[src/rtl/fpc_pkg.sv]
package fpc_pkg;

    localparam int CODE_W = 5;

    // meaning of each bit of the class code
    localparam logic [CODE_W-1:0] BIT_QUAL  = 5'h10;
    localparam logic [CODE_W-1:0] BIT_NEG   = 5'h08;
    localparam logic [CODE_W-1:0] BIT_POS   = 5'h04;
    localparam logic [CODE_W-1:0] BIT_ZERO  = 5'h02;
    localparam logic [CODE_W-1:0] BIT_UNORD = 5'h01;

    typedef enum logic [2:0] {
        CAT_SNAN   = 3'd0,
        CAT_QNAN   = 3'd1,
        CAT_INF    = 3'd2,
        CAT_ZERO   = 3'd3,
        CAT_DENORM = 3'd4,
        CAT_NORMAL = 3'd5
    } fp_cat_e;

    typedef struct packed {
        logic sign;
        logic exp_ones;
        logic exp_zero;
        logic frac_zero;
        logic frac_top;
    } fp_flags_t;

    typedef struct packed {
        fp_cat_e cat;
        logic    sign;
    } fp_class_t;

    // priority: NaN, infinity, zero, denormal/normal
    function automatic fp_cat_e cat_of(fp_flags_t f);
        fp_cat_e c;
        if (f.exp_ones && !f.frac_zero)
            c = f.frac_top ? CAT_QNAN : CAT_SNAN;
        else if (f.exp_ones)
            c = CAT_INF;
        else if (f.exp_zero && f.frac_zero)
            c = CAT_ZERO;
        else if (f.exp_zero)
            c = CAT_DENORM;
        else
            c = CAT_NORMAL;
        return c;
    endfunction

    function automatic logic [CODE_W-1:0] sign_bit(logic s);
        return s ? BIT_NEG : BIT_POS;
    endfunction

    function automatic logic [CODE_W-1:0] code_of(fp_class_t k);
        logic [CODE_W-1:0] c;
        case (k.cat)
            CAT_SNAN:   c = '0;
            CAT_QNAN:   c = BIT_QUAL | BIT_UNORD;
            CAT_INF:    c = sign_bit(k.sign) | BIT_UNORD;
            CAT_ZERO:   c = k.sign ? (BIT_QUAL | BIT_ZERO) : BIT_ZERO;
            CAT_DENORM: c = BIT_QUAL | sign_bit(k.sign);
            default:    c = sign_bit(k.sign);
        endcase
        return c;
    endfunction

endpackage

[src/rtl/fpc_field_decode.sv]
module fpc_field_decode
    import fpc_pkg::*;
#(
    parameter int EXP_W  = 11,
    parameter int FRAC_W = 52,
    localparam int OP_W  = 1 + EXP_W + FRAC_W
) (
    input  logic [OP_W-1:0] operand,
    output fp_flags_t       flags
);
    logic [EXP_W-1:0]  exp_f;
    logic [FRAC_W-1:0] frac_f;

    assign exp_f  = operand[FRAC_W +: EXP_W];
    assign frac_f = operand[FRAC_W-1:0];

    always_comb begin
        flags.sign      = operand[OP_W-1];
        flags.exp_ones  = &exp_f;
        flags.exp_zero  = ~|exp_f;
        flags.frac_zero = ~|frac_f;
        flags.frac_top  = frac_f[FRAC_W-1];
    end
endmodule

[src/rtl/fpc_class_map.sv]
module fpc_class_map
    import fpc_pkg::*;
(
    input  fp_flags_t         flags,
    output fp_class_t         cls,
    output logic [CODE_W-1:0] code
);
    always_comb begin
        cls.cat  = cat_of(flags);
        cls.sign = flags.sign;
        code     = code_of(cls);
    end
endmodule

[src/rtl/fpc_status_merge.sv]
module fpc_status_merge
    import fpc_pkg::*;
#(
    parameter int STAT_W    = 32,
    parameter int FIELD_LSB = 12
) (
    input  logic              clk,
    input  logic              rst,
    input  logic              in_valid,
    input  logic [STAT_W-1:0] status_in,
    input  logic [CODE_W-1:0] code_in,
    output logic [STAT_W-1:0] status_out,
    output logic [CODE_W-1:0] class_code
);
    localparam logic [STAT_W-1:0] FIELD_MASK =
        {{(STAT_W-CODE_W){1'b0}}, {CODE_W{1'b1}}} << FIELD_LSB;

    logic [STAT_W-1:0] placed;
    assign placed = {{(STAT_W-CODE_W){1'b0}}, code_in} << FIELD_LSB;

    always_ff @(posedge clk) begin
        if (rst) begin
            status_out <= '0;
            class_code <= '0;
        end else if (in_valid) begin
            status_out <= (status_in & ~FIELD_MASK) | placed;
            class_code <= code_in;
        end
    end

    // untouched bits come from the request word
    a_r8_outside_kept: assert property (@(posedge clk) disable iff (rst)
        in_valid |=> ((status_out & ~FIELD_MASK) == ($past(status_in) & ~FIELD_MASK)));

    // field carries the code reported alongside it
    a_r8_field_code: assert property (@(posedge clk) disable iff (rst)
        in_valid |=> (status_out[FIELD_LSB +: CODE_W] == class_code));

    // idle cycles leave both outputs alone
    a_r9_hold: assert property (@(posedge clk) disable iff (rst)
        !in_valid |=> ($stable(status_out) && $stable(class_code)));
endmodule

[src/rtl/fp_class_encoder.sv]
module fp_class_encoder
    import fpc_pkg::*;
#(
    parameter int EXP_W     = 11,
    parameter int FRAC_W    = 52,
    parameter int STAT_W    = 32,
    parameter int FIELD_LSB = 12
) (
    input  logic                          clk,
    input  logic                          rst,
    input  logic                          in_valid,
    input  logic [EXP_W+FRAC_W:0]         operand,
    input  logic [STAT_W-1:0]             status_in,
    output logic [STAT_W-1:0]             status_out,
    output logic [CODE_W-1:0]             class_code
);
    fp_flags_t         flags;
    fp_class_t         cls;
    logic [CODE_W-1:0] code;

    fpc_field_decode #(.EXP_W(EXP_W), .FRAC_W(FRAC_W)) u_decode (
        .operand (operand),
        .flags   (flags)
    );

    fpc_class_map u_map (
        .flags (flags),
        .cls   (cls),
        .code  (code)
    );

    fpc_status_merge #(.STAT_W(STAT_W), .FIELD_LSB(FIELD_LSB)) u_merge (
        .clk        (clk),
        .rst        (rst),
        .in_valid   (in_valid),
        .status_in  (status_in),
        .code_in    (code),
        .status_out (status_out),
        .class_code (class_code)
    );

    // input predicates taken straight from the port
    logic in_exp_max, in_exp_min, in_frac_nz;
    assign in_exp_max = (operand[FRAC_W +: EXP_W] == {EXP_W{1'b1}});
    assign in_exp_min = (operand[FRAC_W +: EXP_W] == '0);
    assign in_frac_nz = (operand[FRAC_W-1:0] != '0);

    // infinities always carry the unordered flag and one sign flag
    a_r4_inf_code: assert property (@(posedge clk) disable iff (rst)
        (in_valid && in_exp_max && !in_frac_nz) |=>
            (class_code == 5'h05 || class_code == 5'h09));

    // zero inputs set the zero flag
    a_r5_zero_flag: assert property (@(posedge clk) disable iff (rst)
        (in_valid && in_exp_min && !in_frac_nz) |=> class_code[1]);

    // denormals set the qualifier plus exactly one sign flag
    a_r7_denorm_bits: assert property (@(posedge clk) disable iff (rst)
        (in_valid && in_exp_min && in_frac_nz) |=>
            (class_code[4] && $countones(class_code) == 2));

    // NaNs with bit 51 clear yield no flags at all
    a_r3_snan_empty: assert property (@(posedge clk) disable iff (rst)
        (in_valid && in_exp_max && in_frac_nz && !operand[FRAC_W-1]) |=>
            (class_code == '0));

    // reset clears both registered outputs
    a_r1_reset_clear: assert property (@(posedge clk)
        rst |=> (status_out == '0 && class_code == '0));
endmodule

[config.mk]
export PLATFORM = sky130hd
export DESIGN_NAME = fp_class_encoder
export DESIGN_NICKNAME = d
export VERILOG_FILES = /design/src/rtl/fpc_pkg.sv /design/src/rtl/fpc_field_decode.sv /design/src/rtl/fpc_class_map.sv /design/src/rtl/fpc_status_merge.sv /design/src/rtl/fp_class_encoder.sv
export SDC_FILE = /design/constraint.sdc
export NUM_CORES = 1
export LEC_CHECK = 0
export BUFFER_PORTS_ARGS = -buffer_cell sky130_fd_sc_hd__buf_2
export CAP_MARGIN = 30
export CORE_ASPECT_RATIO = 0.8
export CORE_MARGIN = 8
export CORE_UTILIZATION = 30
export DETAILED_ROUTE_END_ITERATION = 8
export PLACE_DENSITY = 0.75
export SLEW_MARGIN = 20
export SYNTH_ARGS = -nofsm -noshare
export SYNTH_HDL_FRONTEND = slang
export SYNTH_SLANG_ARGS = --single-unit
[constraint.sdc]
create_clock -name clk -period 1.5 [get_ports clk]
set_input_delay 0 -clock clk [delete_from_list [all_inputs] [get_ports clk]]
set_output_delay 0 -clock clk [all_outputs]
set_load 0.1 [all_outputs]
==> key figures <==
Run status
  – Status: finished, final reports clean

Layout
  – Final #Nets: 407
  – Layout fillers: 412
  – Post-layout instance area: 0.00248 mm^2
  – Share of cells above drive strength 1: 47.9%
  – Synthesis-to-finish area growth: 75.5%
  – Reg area: 641 um^2
  – Post-Layout Cell Count: 369
  – Multi-input gate area: 704 um^2
  – # diodes: 0

Worst setup path
  – Data required time of the worst path: 1680 ps
  – CP max stage cell: dlygate4sd3_1
  – Critical Path AT: 1400 ps
  – Crit Path Max Fanout: 7
  – Startpoint types: input pin
  – Critical-path cell list: dlygate4sd3_1, buf_2, nor2b_1, nand2_1, a211o_2, o311ai_1
  – Critical path capture point type: flop
  – CP peak stage delay: 530 ps
  – Critical setup path kind: in2reg

Placement
  – Buffers on Ports: 130
  – Area after DPL: 0.00211 mm^2
  – Worst slack, placed: 154 ps
  – # placed instances: 333
  – Post-DP HPWL: 3.79 mm
  – Final Wtd Congestion: 0.800

Routing
  – DR WL/cell: 13.8 um
  – Initial DRC Count: 35
  – Routed WL: 5.08 mm
  – Vias per cell: 4.54
  – Via Count: 1676
  – Final antenna-violating net count: 0
  – Drt first pass iters: 4
  – DRC errors left: 0

Yosys
  – Post-synth EDFFs: 0
  – Most used DFF post-synth: dfxtp_1
  – Cell count after synthesis: 150
  – #FFs+latches synth: 32
  – Yosys warns: 0
  – Post-Synthesis Cell Area: 0.00141 mm^2
  – Asr flop ratio synth: 0%
  – Seq/Total Area, Yosys: 45.3%
  – Count of unique library cells instantiated by Yosys: 25
  – Post-synthesis average cell area: 9.42 um^2
  – Synthesized net count: 249

Timing
  – Fin crit period: 1210 ps
  – Setup TNS: 0 ps
  – Max Clock Freq: 824 MHz
  – Min setup slack post-route: 286 ps
  – Skew final: 0 ps
  – Endpoints failing hold: 0
  – Fin. max-slew vios: 0
  – Finish-stage setup viols: 0
  – Slew headroom: 67.0%
  – RSZ-0062 raised after global routing: no
  – Slew at the pin closest to its max-slew limit: 499 ps
  – Fin crit share: 80.9%

Floorplan
  – Initial Util: 30.9%
  – # rows: 22
  – Total core area: 0.00457 mm^2
  – Ports: 136
  – DIE WIDTH: 92.7 um
  – Die ar.: 0.00717 mm^2
  – Die Y: 77.4 um

Clock network
  – Skew-Pair Late Insertion Delay: 270 ps
  – Post_cts resized: 0
  – Root Buffer: clkbuf_8
  – Clock slew at reported path FFs: 60 ps
  – CTS tree: done
  – H-tree level count: 2
  – Post-CTS setup buffers: 0
  – Clk sinks: 32
  – Inserted Clock Buffers: 5
  – Max Root-Sink Buffers: 2

Power and ir drop
  – Clock power share: 28.6%
  – Gate power share: 31.4%
  – Reg power frac: 40.0%
  – Power Total: 0.00230 W
  – Max IR drop VDD: 429 uV
  – Net Switching: 0.000800 W
  – Sw frac: 34.8%
  – Cell-internal power: 0.00150 W
  – Cell Pwr Density: 926 mW/mm^2
  – Pleak: 1.29 nW

GRT
  – First-pass GRT wire length: 8.21 mm
  – Initial antenna violation count: 0
  – Overflow after GRT: 0
  – Gr usage total: 13.9%
  – Vias in the first global route: 1802
  – Largest net degree at the start of global routing: 16

Run
  – MaxCap Viol Count: 0

Min path
  – Worst Hold Class: in2reg
-- logic make-up (layout without fill, tap and decap cells) --
family                 after synthesis  after routing  share of synthesized area [%]
buffers and inverters               12            171                           4.78
and+or+nand+nor                     71             71                           26.7
muxes                               27             27                           19.1
AOI/OAI and AO/OA                    8              8                           4.07
DFF                                 32             32                           45.3
-- cell type report --
| cell class | count | share of cell area (%) |
|---|---|---|
| sequential | 32 | 25.8 |
| clock buffer | 8 | 3.63 |
| timing repair buffer | 163 | 39.1 |
| multi-input combinational | 106 | 28.4 |
| tap | 60 | 3.03 |
-- registers in the layout (all words and copies together) (netlist names) --
name,cells
u_merge.status_out,28
u_merge.class_code,4
-- synthesized netlist by cell type (3+ instances only) --
master / count / area [um^2]
mux2i_1: 27 / 270
dfxtp_1: 32 / 641
buf_2: 3 / 15.0
nand3_1: 3 / 15.0
buf_4: 5 / 37.5
nand4_1: 4 / 25.0
nand2_1: 7 / 26.3
nor2_1: 28 / 105
nor3_1: 4 / 20.0
clkbuf_1: 4 / 15.0
nor4_1: 13 / 81.3
a21oi_1: 3 / 15.0
nand2b_1: 3 / 18.8
-- worst max-delay path, delay by kind of cell --
kind / cells / cell delay (ps)
buf+inv: 2 / 700
compound gates: 2 / 400
simple gates: 2 / 300
-- stage by stage --
| stage | hold slack [ps] | util [%] |
|---|---|---|
| 3_5_place_dp | 242 | 46.1 |
| 6_report | 40.1 | 54.2 |
| 2_1_floorplan | 147 | - |
| 3_3_place_gp | 231 | 46.1 |
| 5_1_grt | 79.3 | 54.2 |
| 4_1_cts | 30.1 | 54.2 |
-- worst paths after layout --
check	startpoint	to	depth (start not counted)	slack (ps)
setup / recovery	rst	u_merge.class_code[3]$_SDFFE_PP0P_	6	290
hold / removal	operand[51]	u_merge.class_code[0]$_SDFFE_PP0P_	3	40
setup reg to reg	u_merge.status_out[16]$_SDFFE_PP0P_	u_merge.status_out[16]$_SDFFE_PP0P_	3	740
hold reg to reg	u_merge.class_code[3]$_SDFFE_PP0P_	u_merge.class_code[3]$_SDFFE_PP0P_	2	480
-- power by group through the flow --
stage	Combinational [W]	Sequential [W]	Clock, W
2_1_floorplan	0.000137	0.00127	0
4_1_cts	0.000720	0.000918	0.000685
3_3_place_gp	0.000656	0.000934	0
6_report	0.000720	0.000919	0.000657
5_1_grt	0.000759	0.000924	0.000728
3_5_place_dp	0.000664	0.000935	0
-- metal layers --
| layer | track usage (%) | vias up | share of wire, % |
|---|---|---|---|
| met1 | 13.9 | 748 | 38 |
| met3 | 6.44 | 4 | 11 |
| li1 | - | 849 | - |
| met2 | 25.5 | 75 | 50 |
| met4 | 3.53 | 0 | 0.43 |
| met5 | 0 | - | 0 |
-- cells in the final DEF, fill, tap and decap left out, drive strengths merged --
master / netlist / final
nand3b: 1 / 1
dlygate4sd3: 0 / 28
a211o: 1 / 1
clkbuf: 4 / 8
nor4: 15 / 15
o21ai: 1 / 1
a21oi: 3 / 3
nand2b: 3 / 3
nand4: 4 / 4
a31o: 1 / 1
nor2: 29 / 29
buf: 8 / 135
nand3: 3 / 3
a221o: 1 / 1
nor3: 5 / 5
and3: 2 / 2
nand2: 8 / 8
o311ai: 1 / 1
dfxtp: 32 / 32
mux2i: 27 / 27
nor2b: 1 / 1
-- repair_timing --
action / in CTS / in global routing
hold endpoints to repair: 28 / 0
endpoints found under the setup margin: 0 / 0
hold buffers: 28 / 0
Power figures use the tool's default switching activity.
